===== config.mk =====
export PLATFORM = sky130hd
export DESIGN_NAME = intlk_voter
export DESIGN_NICKNAME = d
export VERILOG_FILES = /design/src/rtl/intlk_pkg.sv /design/src/rtl/intlk_in_stage.sv /design/src/rtl/intlk_vote.sv /design/src/rtl/intlk_stat_pack.sv /design/src/rtl/intlk_voter.sv
export SDC_FILE = /design/constraint.sdc
export NUM_CORES = 1
export LEC_CHECK = 0
export BUFFER_PORTS_ARGS = -buffer_cell sky130_fd_sc_hd__buf_2
export CORE_MARGIN = 10
export CORE_UTILIZATION = 35
export CTS_BUF_LIST = sky130_fd_sc_hd__clkbuf_4 sky130_fd_sc_hd__clkbuf_8 sky130_fd_sc_hd__clkbuf_16
export CTS_CLUSTER_SIZE = 25
export DETAILED_ROUTE_END_ITERATION = 10
export SLEW_MARGIN = 20
export SYNTH_ARGS = -nofsm -noshare
export SYNTH_HDL_FRONTEND = slang
export SYNTH_HIERARCHICAL = 1
export SYNTH_SLANG_ARGS = --single-unit

===== constraint.sdc =====
create_clock -name clk -period 1.61 [get_ports clk]
set_input_delay 0.161 -clock clk [delete_from_list [all_inputs] [get_ports clk]]
set_output_delay 0.161 -clock clk [all_outputs]
set_load 0.01 [all_outputs]

===== src/rtl/intlk_pkg.sv =====
package intlk_pkg;
  localparam int NCH    = 3;
  localparam int WORD_W = 16;
  // status field positions
  localparam int ST_EFF_LSB  = 0;
  localparam int ST_ECHO_LSB = ST_EFF_LSB + NCH;
  localparam int ST_OPEN_BIT = ST_ECHO_LSB + NCH;
  localparam int ST_MODE_BIT = ST_OPEN_BIT + 1;
  localparam int ST_TEST_BIT = ST_MODE_BIT + 1;
  localparam int ST_RSVD_LSB = ST_TEST_BIT + 1;
  // command field positions
  localparam int CMD_TEN_BIT = 0;
  localparam int CMD_PAT_LSB = 1;

  typedef struct packed {
    logic           valid;
    logic           mode3;
    logic           test;
    logic [NCH-1:0] eff;
    logic [NCH-1:0] sense;
  } smp_t;
endpackage


===== src/rtl/intlk_in_stage.sv =====
module intlk_in_stage
  import intlk_pkg::*;
(
  input  logic              clk,
  input  logic              rst,
  input  logic [NCH-1:0]    usr_ok_i,
  input  logic              mode_i,
  input  logic              hw_test_en_i,
  input  logic [WORD_W-1:0] cmd_i,
  input  logic [NCH-1:0]    sense_i,
  output smp_t              smp_o
);
  logic           test_req;
  logic [NCH-1:0] pick;

  assign test_req = hw_test_en_i & cmd_i[CMD_TEN_BIT];

  generate
    for (genvar c = 0; c < NCH; c++) begin : g_mux
      assign pick[c] = test_req ? cmd_i[CMD_PAT_LSB + c] : usr_ok_i[c];
    end
  endgenerate

  always_ff @(posedge clk) begin
    if (rst) begin
      smp_o <= '0;
    end else begin
      smp_o.valid <= 1'b1;
      smp_o.mode3 <= mode_i;
      smp_o.test  <= test_req;
      smp_o.eff   <= pick;
      smp_o.sense <= sense_i;
    end
  end

  AST_TEST_GATED: assert property (@(posedge clk) disable iff (rst)
    !hw_test_en_i |=> !smp_o.test);
endmodule


===== src/rtl/intlk_vote.sv =====
module intlk_vote
  import intlk_pkg::*;
(
  input  logic [NCH-1:0] ok_i,
  input  logic           mode3_i,
  output logic           open_o
);
  localparam int QUORUM = NCH / 2 + 1;
  int n_bad;

  always_comb begin
    n_bad = 0;
    for (int c = 0; c < NCH; c++) begin
      if (!ok_i[c]) n_bad = n_bad + 1;
    end
    if (mode3_i) open_o = (n_bad >= QUORUM);
    else         open_o = ~(ok_i[0] & ok_i[1]);
  end
endmodule


===== src/rtl/intlk_stat_pack.sv =====
module intlk_stat_pack
  import intlk_pkg::*;
(
  input  smp_t              smp_i,
  input  logic              open_i,
  output logic [WORD_W-1:0] word_o
);
  always_comb begin
    word_o                        = '0;
    word_o[ST_EFF_LSB  +: NCH]    = smp_i.eff;
    word_o[ST_ECHO_LSB +: NCH]    = smp_i.sense;
    word_o[ST_OPEN_BIT]           = open_i;
    word_o[ST_MODE_BIT]           = smp_i.mode3;
    word_o[ST_TEST_BIT]           = smp_i.test;
  end
endmodule


===== src/rtl/intlk_voter.sv =====
module intlk_voter
  import intlk_pkg::*;
(
  input  logic              clk,
  input  logic              rst,
  input  logic [NCH-1:0]    usr_ok_i,
  input  logic              mode_2oo3_i,
  input  logic              hw_test_en_i,
  input  logic [NCH-1:0]    loop_sense_i,
  input  logic [WORD_W-1:0] cmd_i,
  output logic              brk_open_o,
  output logic [NCH-1:0]    echo_o,
  output logic [WORD_W-1:0] status_o
);
  localparam logic [WORD_W-1:0] STAT_RST = WORD_W'(1) << ST_OPEN_BIT;

  smp_t              smp_q;
  logic              vote_open;
  logic              gate_open;
  logic [WORD_W-1:0] word_d;

  intlk_in_stage u_in (
    .clk          (clk),
    .rst          (rst),
    .usr_ok_i     (usr_ok_i),
    .mode_i       (mode_2oo3_i),
    .hw_test_en_i (hw_test_en_i),
    .cmd_i        (cmd_i),
    .sense_i      (loop_sense_i),
    .smp_o        (smp_q)
  );

  intlk_vote u_vote (
    .ok_i    (smp_q.eff),
    .mode3_i (smp_q.mode3),
    .open_o  (vote_open)
  );

  // no valid sample yet: hold the loop open
  assign gate_open = vote_open | ~smp_q.valid;

  intlk_stat_pack u_pack (
    .smp_i  (smp_q),
    .open_i (gate_open),
    .word_o (word_d)
  );

  always_ff @(posedge clk) begin
    if (rst) begin
      brk_open_o <= 1'b1;
      echo_o     <= '0;
      status_o   <= STAT_RST;
    end else begin
      brk_open_o <= gate_open;
      echo_o     <= smp_q.sense;
      status_o   <= word_d;
    end
  end

  AST_RESET_OPEN: assert property (@(posedge clk) disable iff (rst)
    $fell(rst) |-> brk_open_o);
  AST_WARMUP_OPEN: assert property (@(posedge clk) disable iff (rst)
    !smp_q.valid |=> brk_open_o);
  AST_MAJ_CLOSE: assert property (@(posedge clk) disable iff (rst)
    (smp_q.valid && smp_q.mode3 && $countones(smp_q.eff) >= 2) |=> !brk_open_o);
  AST_MAJ_OPEN: assert property (@(posedge clk) disable iff (rst)
    (smp_q.valid && smp_q.mode3 && $countones(smp_q.eff) <= 1) |=> brk_open_o);
  AST_PAIR_VOTE: assert property (@(posedge clk) disable iff (rst)
    (smp_q.valid && !smp_q.mode3) |=> (brk_open_o == !($past(smp_q.eff[0]) && $past(smp_q.eff[1]))));
  AST_ECHO_FOLLOW: assert property (@(posedge clk) disable iff (rst)
    smp_q.valid |=> (echo_o == $past(smp_q.sense)));
  AST_STAT_OPEN_MATCH: assert property (@(posedge clk) disable iff (rst)
    status_o[ST_OPEN_BIT] == brk_open_o);
  AST_RSVD_ZERO: assert property (@(posedge clk) disable iff (rst)
    status_o[WORD_W-1:ST_RSVD_LSB] == '0);
endmodule


# Yosys cells after proc, flatten, opt, wreduce, memory -nomap -nowiden
# Cells that the tools add are included.
dict set report word_totals {
  in_bits 26
  word_cells 25
  regBits 29
}
dict set report classes {
  order_cmp 1
  addsub 2
  mux 8
  n_bitwise 5
}
# cell n
set ops {}
lappend ops {{$mux W32} 2}
lappend ops {{$add A32 B2 Y32 const B} 1}
lappend ops {{$ge A32 B3 Y1 const B} 1}
lappend ops {{$mux W9} 1}
lappend ops {{$mux W1} 5}
lappend ops {{$add A1 B1 Y2 const B} 1}
lappend ops {{$and A1 B1 Y1} 2}
lappend ops {{$not A1 Y1} 2}
lappend ops {{$or A1 B1 Y1} 1}

# Longest topological paths before layout
dict set report depth {
  word_depth 8
  ltp_mapped 7
}

# By module
# Netlist, hierarchy kept.
# mod cells_each n_inst seq_area_each_um2 area_each_um2
set by_module_without_submodules {}
lappend by_module_without_submodules {intlk_voter 43 1 400.4 560.5}
lappend by_module_without_submodules {intlk_in_stage 22 1 180.2 282.8}
lappend by_module_without_submodules {intlk_stat_pack 17 1 0.0 123.9}
lappend by_module_without_submodules {intlk_vote 7 1 0.0 61.3}

# Worst setup path before layout
# OpenSTA, ideal clock, no wires.
dict set report synth_timing {
  path_type {flip-flop to flip-flop}
  start {reg u_in/smp_o[3] in the netlist's numbering}
  end {reg status_o[6]}
  setup_slack_ps 139
  path_buffers 1
  arrival_time_ps 1348
  setup_time_ps 123
  path_stages_with_launch 8
  required_ps 1487
  synth_period_minus_slack_ps 1471
  cell_sequence {dfxtp_1 inv_1 ha_1 o21ai_1 a2bb2oi_2 nand2b_1 buf_4 or2_2}
}
dict set report synth_between {
  elab_chain_len 8
  elab_cells_between_ends 10
  cone_classes {2 x add/sub; 1 x order compare; 4 x mux; 3 x bitwise}
}
# item line
set synth_lines {}
lappend synth_lines {{start, declared} intlk_in_stage.sv:11} ;# output smp_t smp_o
lappend synth_lines {{$mux W1} intlk_vote.sv:14} ;# if (!ok_i[c]) n_bad = n_bad + 1;
lappend synth_lines {{$add A1 B1 Y2} intlk_vote.sv:14}
lappend synth_lines {{$mux W32} intlk_vote.sv:14}
lappend synth_lines {{$add A32 B2 Y32} intlk_vote.sv:14}
lappend synth_lines {{$mux W32} intlk_vote.sv:14}
lappend synth_lines {{$ge A32 B3 Y1} intlk_vote.sv:16} ;# if (mode3_i) open_o = (n_bad >= QUORUM);
lappend synth_lines {{$mux W1 (*)} intlk_vote.sv:16}
lappend synth_lines {{via vote_open} intlk_voter.sv:18} ;# logic vote_open;
lappend synth_lines {{$or A1 B1 Y1 (*)} intlk_voter.sv:40} ;# assign gate_open = vote_open | ~smp_q.valid;
lappend synth_lines {{via gate_open} intlk_voter.sv:19} ;# logic gate_open;
lappend synth_lines {{end signal, assigned} intlk_voter.sv:56} ;# status_o <= word_d;
lappend synth_lines {{end, declared} intlk_voter.sv:13} ;# output logic [WORD_W-1:0] status_o
# The timed path passes the listed nets; every way through them passes the cells marked *.
# A chain may end at the register's enable or synchronous reset.

# Worst setup path in the final report
dict set report layout_timing {
  start {reg u_in/smp_o[3] in the netlist's numbering}
  end {reg brk_open_o}
}
dict set report layout_between {
  elab_chain_len 8
  elab_cells_between_ends 10
  cone_classes {2 x add/sub; 1 x order compare; 4 x mux; 3 x bitwise}
}
# item line
set layout_lines {}
lappend layout_lines {{$mux W1} intlk_vote.sv:14}
lappend layout_lines {{$add A1 B1 Y2} intlk_vote.sv:14}
lappend layout_lines {{$mux W32} intlk_vote.sv:14}
lappend layout_lines {{$add A32 B2 Y32} intlk_vote.sv:14}
lappend layout_lines {{$mux W32} intlk_vote.sv:14}
lappend layout_lines {{$ge A32 B3 Y1} intlk_vote.sv:16}
lappend layout_lines {{$mux W1 (*)} intlk_vote.sv:16}
lappend layout_lines {{via vote_open} intlk_voter.sv:18}
lappend layout_lines {{$or A1 B1 Y1 (*)} intlk_voter.sv:40}
lappend layout_lines {{end signal, assigned} intlk_voter.sv:54} ;# brk_open_o <= gate_open;
lappend layout_lines {{end, declared} intlk_voter.sv:11} ;# output logic brk_open_o,
# Marks and branches as above.

==> key figures <==
Die
  – Initial core utilization: 37.0%
  – Core ar.: 2780 µm²
  – Cell Rows: 19
  – Die width: 74.2 µm
  – Die Y-Extent: 74.2 µm
  – Die Area: 5510 µm²
  – I/O pins: 46

Placed design
  – RePlAce Congestion: 0.689
  – Post-placement cell count: 141
  – Port bufs: 33
  – Post-DP HPWL: 1.27 mm
  – Place WS: 208 ps

Critical path
  – WS Path Type: flip-flop to flip-flop
  – Critical Path Start Type: flip-flop
  – Required time of the critical path: 1800 ps
  – Critical path peak fanout: 3
  – Crit end category: flip-flop
  – Critical Path AT: 1590 ps

Timing
  – Final WS setup: 215 ps
  – Setup TNS: 0 ps
  – Fmax: 717 MHz
  – Final period util: 86.7%
  – Tmin final: 1400 ps
  – Hold_ws: 64.5 ps
  – Pins Over Slew Limit: 0
  – Final setup violation count: 0
  – RSZ-0062 raised after global routing: no
  – Hold Fails Final Rpt: 0
  – Layout Skew: 6.31 ps

Power and ir drop
  – Leak: 0.600 nW
  – Power per Cell Area: 1100 nW/µm²
  – Design Power: 1.30 mW
  – Maximum vdd drop: 0.710 mV

Drt
  – WL/cell: 10.8 µm
  – DRT iter0 DRCs: 19
  – DRC Markers: 0
  – Post-route ant nets: 0
  – Routed wire length: 1.60 mm
  – Vias per Instance: 4.14
  – First-pass iteration count of the detailed router: 4
  – Via count: 613

Finish
  – Nets: 145
  – Register area: 581 µm²
  – Layout cells sized above 1: 40.2%
  – ANT cells: 0
  – Fin cells: 148
  – Area Growth Syn to Fin: 14.5%
  – FILL cells: 272
  – Multi-input logic area: 323 µm²

Clock tree
  – CTS buffer count: 5
  – Hold_buf cts: 0
  – Worst-case clock buffer depth: 2
  – Clock Sink Count: 29
  – CTS tree: done
  – # resized after CTS: 0
  – Post CTS Setup Buffer Count: 0
  – Clk Latency, worst-skew pair: 310 ps
  – CTS H-tree depth: 2
  – Clock-pin slew on the worst setup and hold paths: 80 ps
  – Clock Root Buffer: clkbuf_4

Synth
  – Register bit total from synthesis: 29
  – Synthesized area per cell: 11.6 µm²
  – Synth Instances: 89
  – Synth area leaders: dfxtp_1 56%, buf_4 12%, nor2b_1 6.1%
  – Post-Syn Area: 1030 µm²
  – Synth top area share: 56.4%
  – Seq/Total Area, Yosys: 56.4%
  – Unique masters post-synth: 20
  – YS warnings: 6
  – Synth area leader: dfxtp_1

GRT
  – First-pass GRT wire length: 2.63 mm
  – Total grt overflow: 0
  – Pin count of the biggest net entering global routing: 30
  – Number of global-route vias before repair: 628
  – GRT Overall Usage: 6.52%
  – Initial antenna violation count: 0

Outcome
  – Status: complete, no violations

Worst hold path
  – Min-Delay Path Class: input pin to flip-flop

Run
  – Max-cap violations: 0
layer usage:
| layer | vias to the layer above | share of wire, % | GRT usage (%) |
|---|---|---|---|
| met5 | - | 0 | 0 |
| met4 | 0 | 2.5 | 4.27 |
| met3 | 5 | 11 | 5.45 |
| met2 | 22 | 55 | 11.3 |
| met1 | 271 | 32 | 4.65 |
| li1 | 315 | - | - |
worst paths after layout:
kind                                                from  depth (start not counted)                        to  slack, ps
worst max register to register  u_in/smp_o[3]$_SDFF_PP0_                          5     brk_open_o$_SDFF_PP1_        210
worst max-delay path            u_in/smp_o[3]$_SDFF_PP0_                          5     brk_open_o$_SDFF_PP1_        210
worst min register to register  u_in/smp_o[6]$_SDFF_PP0_                          1    status_o[8]$_SDFF_PP0_        440
worst min-delay path                     loop_sense_i[1]                          2  u_in/smp_o[1]$_SDFF_PP0_         60
final cells by class:
type                    count  area share, %
clock buffers               7           4.99
repair buffers             33           14.0
multi-input cells          45           27.4
inverters                   3          0.956
well taps                  31           3.29
flip-flops and latches     29           49.3
critical path: stages (launching register included):
cell and delay (ps):
dfxtp_1 350, inv_1 50, ha_1 280, o21ai_1 150, a2bb2oi_2 70, or3b_1 370
flip-flops by register name (all words and copies together) (netlist names):
signal	count
brk_open_o	1
echo_o	3
status_o	16
u_in/smp_o	9
where the power goes:
group          total (mW)  switching [mW]  internal, mW
Sequential          0.762          0.0108         0.751
Clock               0.433           0.210         0.223
Combinational       0.106          0.0495        0.0566
Total                1.30           0.270          1.03
synth_stat cells (all sizes together):
cell / number
nand2: 1
or3b: 1
nor2b: 10
dfxtp: 29
nand2b: 1
inv: 3
a31o: 3
o21ai: 1
ha: 2
and2b: 12
and4b: 3
buf: 18
conb: 1
or2: 1
a21oi: 1
nor2: 1
a2bb2oi: 1
logic make-up after synthesis:
group | Yosys count | share of synthesized area (%)
simple gates | 30 | 21.0
flops | 29 | 56.4
buf+inv | 21 | 14.4
compound gates | 6 | 5.35
fa+ha+maj | 2 | 2.43
other cells | 1 | 0.365
per-stage QoR:
step	utilization, %	area, µm²
final	42.3	1180
after floorplan	-	1050
after global routing	42.3	1180
after CTS	42.3	1180
after detailed placement	40.2	1120
after global placement	40.2	1120
placed cells by master (no fill, tap or decap), drive strengths merged, types with 2 or more instances in the layout:
master	n
clkbuf	7
and2b	12
inv	3
nor2b	10
conb	7
dfxtp	29
buf	33
and4b	3
ha	2
a31o	3
(Power assumes the default switching activity.)
